**src/rtl/fdc_flags_pkg.sv**
```systemverilog
// Shared types and status-bit layout for the host handshake block.
package fdc_flags_pkg;
    localparam int STAT_W  = 8;
    localparam int CODE_W  = 2;
    localparam int ST_BUSY = 0;
    localparam int ST_DRQ  = 1;
    localparam int ST_NRDY = 4;
    localparam int ST_WFLT = 5;
    localparam int ST_WPRT = 6;
    localparam int ST_DRDY = 7;

    typedef enum logic [1:0] {
        KIND_STEP  = 2'b00,
        KIND_READ  = 2'b10,
        KIND_WRITE = 2'b11
    } cmd_kind_t;

    typedef struct packed {
        logic nrdy;
        logic wflt;
        logic wprt;
    } reason_t;

    // Map a raw command code onto its class; bit 1 clear means step class.
    function automatic cmd_kind_t kind_of(input logic [CODE_W-1:0] code);
        if (!code[1])     return KIND_STEP;
        else if (code[0]) return KIND_WRITE;
        else              return KIND_READ;
    endfunction
endpackage

```
**src/rtl/fdc_admit.sv**
```systemverilog
// Admission check for a newly written command.
// Purely combinational. Assumes the drive pins are already synchronised.
// Step class always passes. A read needs ready. A write needs ready and no protection.
module fdc_admit
    import fdc_flags_pkg::*;
(
    input  logic [CODE_W-1:0] cmd_code,
    input  logic              drv_ready,
    input  logic              drv_wprot_n,
    output cmd_kind_t         kind,
    output logic              accept,
    output reason_t           why
);
    // Decide the class, then the rejection reason that applies to it.
    always_comb begin
        kind        = kind_of(cmd_code);
        why         = '0;
        if (kind != KIND_STEP && !drv_ready)
            why.nrdy = 1'b1;
        else if (kind == KIND_WRITE && !drv_wprot_n)
            why.wprt = 1'b1;
        accept = !(why.nrdy || why.wprt);
    end
endmodule

```
**src/rtl/fdc_cmd_track.sv**
```systemverilog
// Command lifetime tracker: busy, active class, side latch, reason flags and the terminate strobe.
// Assumes cmd_done and the fault pin only matter while busy.
// It exports the start and finish events that drive the request flags.
module fdc_cmd_track
    import fdc_flags_pkg::*;
(
    input  logic      clk,
    input  logic      rst_n,
    input  logic      cmd_wr,
    input  cmd_kind_t kind,
    input  logic      accept,
    input  reason_t   why,
    input  logic      cmd_side,
    input  logic      cmd_done,
    input  logic      wgate,
    input  logic      drv_wfault_n,
    output logic      busy,
    output cmd_kind_t cur_kind,
    output logic      side_sel,
    output reason_t   flags,
    output logic      terminate,
    output logic      start_evt,
    output logic      finish_evt
);
    logic take;
    logic fault_hit;
    logic done_hit;

    // Event decode for this cycle.
    always_comb begin
        take       = cmd_wr && !busy;
        fault_hit  = busy && (cur_kind == KIND_WRITE) && wgate && !drv_wfault_n;
        done_hit   = busy && cmd_done && !fault_hit;
        start_evt  = take;
        finish_evt = (take && !accept) || fault_hit || done_hit;
    end

    // Busy flag and the class of the running command.
    always_ff @(posedge clk) begin
        if (!rst_n) begin
            busy     <= 1'b0;
            cur_kind <= KIND_STEP;
        end else if (take) begin
            busy <= accept;
            if (accept)
                cur_kind <= kind;
        end else if (fault_hit || done_hit) begin
            busy <= 1'b0;
        end
    end

    // Side latch: updated only by read or write command writes.
    always_ff @(posedge clk) begin
        if (!rst_n)
            side_sel <= 1'b0;
        else if (take && kind != KIND_STEP)
            side_sel <= cmd_side;
    end

    // Reason flags: replaced at each command write, fault added during a write.
    always_ff @(posedge clk) begin
        if (!rst_n)
            flags <= '0;
        else if (take)
            flags <= why;
        else if (fault_hit)
            flags.wflt <= 1'b1;
    end

    // One-cycle strobe for any abnormal end.
    always_ff @(posedge clk) begin
        if (!rst_n)
            terminate <= 1'b0;
        else
            terminate <= (take && !accept) || fault_hit;
    end

    // a write fault under an open gate ends the command.
    a_r6_fault_ends_write: assert property (@(posedge clk) disable iff (!rst_n)
        (busy && cur_kind == KIND_WRITE && wgate && !drv_wfault_n)
        |=> (!busy && terminate && flags.wflt));

    // a command write while busy keeps busy and the side latch.
    a_r11_busy_ignores_cmd: assert property (@(posedge clk) disable iff (!rst_n)
        (busy && cmd_wr && !cmd_done && !(wgate && !drv_wfault_n))
        |=> (busy && $stable(side_sel)));

    // a step-class command never moves the side latch.
    a_r10_step_keeps_side: assert property (@(posedge clk) disable iff (!rst_n)
        (cmd_wr && kind == KIND_STEP) |=> $stable(side_sel));
endmodule

```
**src/rtl/fdc_req_flags.sv**
```systemverilog
// Data-request and interrupt-request flags.
// Assumes start_evt and finish_evt come from the command tracker in the same cycle as the triggering input.
// A finish event takes priority over a start or a host clear.
module fdc_req_flags
    import fdc_flags_pkg::*;
(
    input  logic      clk,
    input  logic      rst_n,
    input  logic      busy,
    input  cmd_kind_t cur_kind,
    input  logic      byte_ready,
    input  logic      byte_taken,
    input  logic      host_data_rd,
    input  logic      host_data_wr,
    input  logic      host_status_rd,
    input  logic      start_evt,
    input  logic      finish_evt,
    output logic      drq,
    output logic      intrq
);
    logic is_rd;
    logic is_wr;

    // Direction of the running transfer.
    always_comb begin
        is_rd = busy && (cur_kind == KIND_READ);
        is_wr = busy && (cur_kind == KIND_WRITE);
    end

    // Data request: set by the data path, cleared by host service or command boundaries.
    always_ff @(posedge clk) begin
        if (!rst_n)
            drq <= 1'b0;
        else if (start_evt || finish_evt)
            drq <= 1'b0;
        else if ((is_rd && byte_ready) || (is_wr && byte_taken))
            drq <= 1'b1;
        else if ((is_rd && host_data_rd) || (is_wr && host_data_wr))
            drq <= 1'b0;
    end

    // Interrupt request: set on any finish, cleared by command write or status read.
    always_ff @(posedge clk) begin
        if (!rst_n)
            intrq <= 1'b0;
        else if (finish_evt)
            intrq <= 1'b1;
        else if (start_evt || host_status_rd)
            intrq <= 1'b0;
    end

    // a finish always leaves the interrupt raised.
    a_r9_finish_sets_intrq: assert property (@(posedge clk) disable iff (!rst_n)
        finish_evt |=> intrq);

    // in a read, the host reading the data register drops the request.
    a_r7_read_service: assert property (@(posedge clk) disable iff (!rst_n)
        (is_rd && host_data_rd && !byte_ready) |=> !drq);
endmodule

```
**src/rtl/fdc_hostflags.sv**
```systemverilog
// Top: host handshake and command admission for a floppy controller.
// Assumes every input is synchronous to clk and every strobe lasts one cycle.
// Builds the status byte from the tracker and flag state.
module fdc_hostflags
    import fdc_flags_pkg::*;
(
    input  logic              clk,
    input  logic              rst_n,
    input  logic              cmd_wr,
    input  logic [CODE_W-1:0] cmd_code,
    input  logic              cmd_side,
    input  logic              cmd_done,
    input  logic              byte_ready,
    input  logic              byte_taken,
    input  logic              host_data_rd,
    input  logic              host_data_wr,
    input  logic              host_status_rd,
    input  logic              drv_ready,
    input  logic              drv_wprot_n,
    input  logic              drv_wfault_n,
    input  logic              wgate,
    output logic              drq,
    output logic              intrq,
    output logic              side_sel,
    output logic              terminate,
    output logic              busy,
    output logic [STAT_W-1:0] status
);
    cmd_kind_t kind;
    cmd_kind_t cur_kind;
    logic      accept;
    reason_t   why;
    reason_t   flags;
    logic      start_evt;
    logic      finish_evt;

    fdc_admit u_admit (
        .cmd_code    (cmd_code),
        .drv_ready   (drv_ready),
        .drv_wprot_n (drv_wprot_n),
        .kind        (kind),
        .accept      (accept),
        .why         (why)
    );

    fdc_cmd_track u_track (
        .clk          (clk),
        .rst_n        (rst_n),
        .cmd_wr       (cmd_wr),
        .kind         (kind),
        .accept       (accept),
        .why          (why),
        .cmd_side     (cmd_side),
        .cmd_done     (cmd_done),
        .wgate        (wgate),
        .drv_wfault_n (drv_wfault_n),
        .busy         (busy),
        .cur_kind     (cur_kind),
        .side_sel     (side_sel),
        .flags        (flags),
        .terminate    (terminate),
        .start_evt    (start_evt),
        .finish_evt   (finish_evt)
    );

    fdc_req_flags u_req (
        .clk            (clk),
        .rst_n          (rst_n),
        .busy           (busy),
        .cur_kind       (cur_kind),
        .byte_ready     (byte_ready),
        .byte_taken     (byte_taken),
        .host_data_rd   (host_data_rd),
        .host_data_wr   (host_data_wr),
        .host_status_rd (host_status_rd),
        .start_evt      (start_evt),
        .finish_evt     (finish_evt),
        .drq            (drq),
        .intrq          (intrq)
    );

    // Status byte: each position picks its source, unused positions read zero.
    for (genvar b = 0; b < STAT_W; b++) begin : g_stat
        if (b == ST_BUSY)      begin : g_busy assign status[b] = busy;       end
        else if (b == ST_DRQ)  begin : g_drq  assign status[b] = drq;        end
        else if (b == ST_NRDY) begin : g_nrdy assign status[b] = flags.nrdy; end
        else if (b == ST_WFLT) begin : g_wflt assign status[b] = flags.wflt; end
        else if (b == ST_WPRT) begin : g_wprt assign status[b] = flags.wprt; end
        else if (b == ST_DRDY) begin : g_drdy assign status[b] = !drv_ready; end
        else                   begin : g_zero assign status[b] = 1'b0;       end
    end

    // a data command with the drive not ready is rejected with bit 4.
    a_r3_not_ready_rejects: assert property (@(posedge clk) disable iff (!rst_n)
        (cmd_wr && !busy && cmd_code[1] && !drv_ready)
        |=> (!busy && intrq && terminate && status[ST_NRDY]));

    // a step-class command is always admitted.
    a_r4_step_admitted: assert property (@(posedge clk) disable iff (!rst_n)
        (cmd_wr && !busy && !cmd_code[1]) |=> busy);

    // write to protected medium is rejected with bit 6.
    a_r5_protect_rejects: assert property (@(posedge clk) disable iff (!rst_n)
        (cmd_wr && !busy && cmd_code == 2'b11 && drv_ready && !drv_wprot_n)
        |=> (!busy && intrq && status[ST_WPRT]));

    // a data request only exists while a command runs.
    a_r8_drq_only_busy: assert property (@(posedge clk) disable iff (!rst_n)
        drq |-> busy);

    // completion while busy clears busy and drq, raises intrq.
    a_r9_done_completes: assert property (@(posedge clk) disable iff (!rst_n)
        (busy && cmd_done) |=> (!busy && !drq && intrq));
endmodule

```
**config.mk**
```make
export PLATFORM = sky130hd
export DESIGN_NAME = fdc_hostflags
export DESIGN_NICKNAME = d
export VERILOG_FILES = /design/src/rtl/fdc_flags_pkg.sv /design/src/rtl/fdc_admit.sv /design/src/rtl/fdc_cmd_track.sv /design/src/rtl/fdc_req_flags.sv /design/src/rtl/fdc_hostflags.sv
export SDC_FILE = /design/constraint.sdc
export NUM_CORES = 1
export LEC_CHECK = 0
export BUFFER_PORTS_ARGS = -buffer_cell sky130_fd_sc_hd__buf_4
export CORE_AREA = 5 5 42 44
export CTS_BUF_LIST = sky130_fd_sc_hd__clkbuf_2
export DETAILED_ROUTE_END_ITERATION = 6
export DIE_AREA = 0 0 47 49
export PLACE_DENSITY = 0.74
export SLEW_MARGIN = 5
export SYNTH_ARGS = -nofsm -noshare
export SYNTH_HDL_FRONTEND = slang
export SYNTH_HIERARCHICAL = 1
export SYNTH_SLANG_ARGS = --single-unit
```
**constraint.sdc**
```tcl
create_clock -name clk -period 3.1 [get_ports clk]
set_input_delay 0.155 -clock clk [delete_from_list [all_inputs] [get_ports clk]]
set_output_delay 0.155 -clock clk [all_outputs]
set_load 0.01 [all_outputs]
```
==> reports/results.txt <==
Chip width: 47 microns
Hold Startpoint: cmd_side
Clock sink count: 10
Yosys top cell area share: 0.366
Final antenna-violating net count: 0
Drt drc: 0
Crit-path max FO: 4
Post-CTS setup buffers: 0
Clock Path Buffers: 2
Commonest non-fill, non-tap cell in the layout: buf_4
Non-Filler Instances: 103
N_diodes: 0
Slew margin rel.: 0.625
Fin crit period: 1.43 ns
Reg-to-Reg Start: u_track/cur_kind[0]
Largest cells by area after synthesis: dfxtp_1 37%, buf_4 8.2%, nor2b_1 8.0%
Clk root buf: clkbuf_2
DP Area: 712 sq um
Clk pwr share: 0.254
Sw power: 70.8 uW
Pre-CTS setup slack: 1.68 ns
Die H: 49 microns
Clock Latency Late Sink: 0.24 ns
Critical-path cell list: and4b_1, or3b_4, o21a_1, nor2_1, nand2_1, a21oi_1
Core Footprint: 1400 sq um
Overflow after GRT: 0
Rows: 14
Fin nets: 105
Sw frac: 0.267
Crit. Startpoint: u_track/cur_kind[0]
Flops & latches, synth: 10
Max VDD drop: 0.215 mV
Crit path DAT: 1.61 ns
RSZ-0062 raised after global routing: no
Slew of the pin with the lowest slew margin: 0.562 ns
Internal: 194 uW
Worst path slowest cell: or3b_4
TritonCTS buffer count: 3
Clock transition at path regs: 0.09 ns
Largest net degree at the start of global routing: 16
Seq pwr share: 0.529
CP Capture Type: flip-flop
Setup TNS Final: 0 ns
H-tree Lvls: 1
Vias per Instance: 4.87
Hold Path Depth: 3
Post-DP HPWL: 913 microns
Syn Area/Cell: 8.41 sq um
Share of layout cells above drive strength 1: 0.379
Routability Congestion: 0.685
Drt pass-1 iters: 4
Status: complete, no violations
Hold Crit Class: in -> reg
IO Pins: 29
Max stage delay on crit path: 0.38 ns
Resized cells post-CTS: 0
Fin util: 0.519
Area growth syn-to-layout: 33.0%
Post-synth cell types: 21
Most frequent cells in the layout: 26 x buf_4, 10 x dfxtp_1, 7 x nor2b_1, 7 x nand2_1, 6 x nand3_1
Final setup vio count: 0
DR vias: 502
Syn Inst Count: 65
Buffer and inverter count on the worst path: 0
Total power draw: 265 uW
Cell count after placement: 100
First-pass GRT wire length: 1850 microns
Leakage: 0.344 nW
Post-route clock period utilization: 0.462
Final setup margin: 1.67 ns
Final Cell Area: 727 sq um
Register area share after synthesis: 0.366
Iter 0 DRT Violations: 1
CTS tree: done
Mapped Area: 547 sq um
MaxCap Viol Count: 0
# port buffers: 26
Initial Utilization: 0.390
Cell family with most CP delay: simple AND/OR/NAND/NOR gates
PD cells: 364 nW/um^2
Area leader, netlist: dfxtp_1
Final Hold Fails: 0
Worst r2r path cells: 6
Hold slack: 0.160 ns
Total GRT Usage: 0.112
Final wirelength: 1180 microns
Yosys warns: 6
Worst R2R Setup Slack: 1.67 ns
Hold path endpoint: u_track/side_sel
Final-report max-slew violation count: 0
Die footprint: 2300 sq um
Max frequency: 699 MHz
Initial antenna violation count: 0
Setup Skew: 0.00489 ns
Worst EP required: 3.28 ns
Cts hold-fix bufs: 0
Vias in the first global route: 473
Nature of the critical path startpoint: flip-flop
Worst setup path class: reg -> reg
Drt wl/cell: 11.5 microns
Power share of the combinational group: 0.217
RR Endpoint: u_req/drq
==> synth_stat cells <==
cell,n
buf_4,6
o21ai_0,5
conb_1,2
nand3b_1,3
mux2_1,1
inv_1,2
nand3_1,6
buf_2,1
nand2_1,7
and4b_1,1
nor2b_1,7
or3b_4,1
mux2i_1,4
o21a_1,1
a21oi_1,2
nor3b_2,1
dfxtp_1,10
a21boi_2,1
and2_4,1
nor2_1,2
clkbuf_1,1
==> state kept, by name (all words and copies together), names as in the netlist <==
register / count
u_req/drq: 1
u_track/busy: 1
u_track/terminate: 1
u_track/side_sel: 1
u_track/flags: 3
u_track/cur_kind: 2
u_req/intrq: 1
==> cells by family (layout without fill, tap and decap cells) <==
group / after synthesis / after routing / share of synthesized area
multiplexers: 5 / 5 / 0.0938
AND/OR/NAND/NOR: 29 / 29 / 0.316
other: 2 / 3 / 0.0137
flip-flops: 10 / 10 / 0.366
buffers and inverters: 10 / 31 / 0.112
AO/OA/AOI/OAI: 9 / 9 / 0.0984
==> worst register-to-register path, stage by stage, from the launching register on <==
cell and delay, ns:
dfxtp_1 0.36, and4b_1 0.22, or3b_4 0.38, o21a_1 0.13, nor2_1 0.10, nand2_1 0.06
a21oi_1 0.11
==> layout make-up <==
class,count,area (sq um)
Fill cell,139,674
Multi-Input combinational cell,46,289
Sequential cell,10,200
Timing Repair Buffer,26,195
Tap cell,16,20.0
Clock buffer,3,15.0
Inverter,2,7.51
==> per-layer routing <==
layer,global-route usage,vias to the layer above,wire length [microns]
met5,0,-,0
met4,0.0691,0,8
met3,0.0332,2,136
met2,0.165,24,543
met1,0.137,224,493
li1,-,252,-
==> power groups by stage <==
stage	Clock (mW)	Combinational, mW	Sequential [mW]
after floorplan	0	0.0319	0.144
after detailed placement	0	0.0577	0.143
after CTS	0.0709	0.0580	0.140
final	0.0673	0.0576	0.140
after global routing	0.0764	0.0633	0.141
after global placement	0	0.0575	0.143
==> worst max path at each step <==
stage	to	slack, ns	cells past startpoint
3_5_place_dp	u_req/drq	1.68	6
5_1_grt	u_req/drq	1.57	6
3_3_place_gp	u_req/drq	1.70	6
6_report	u_req/drq	1.67	6
4_1_cts	u_req/drq	1.65	6
2_1_floorplan	u_req/drq	1.80	6
(Power assumes the default switching activity.)
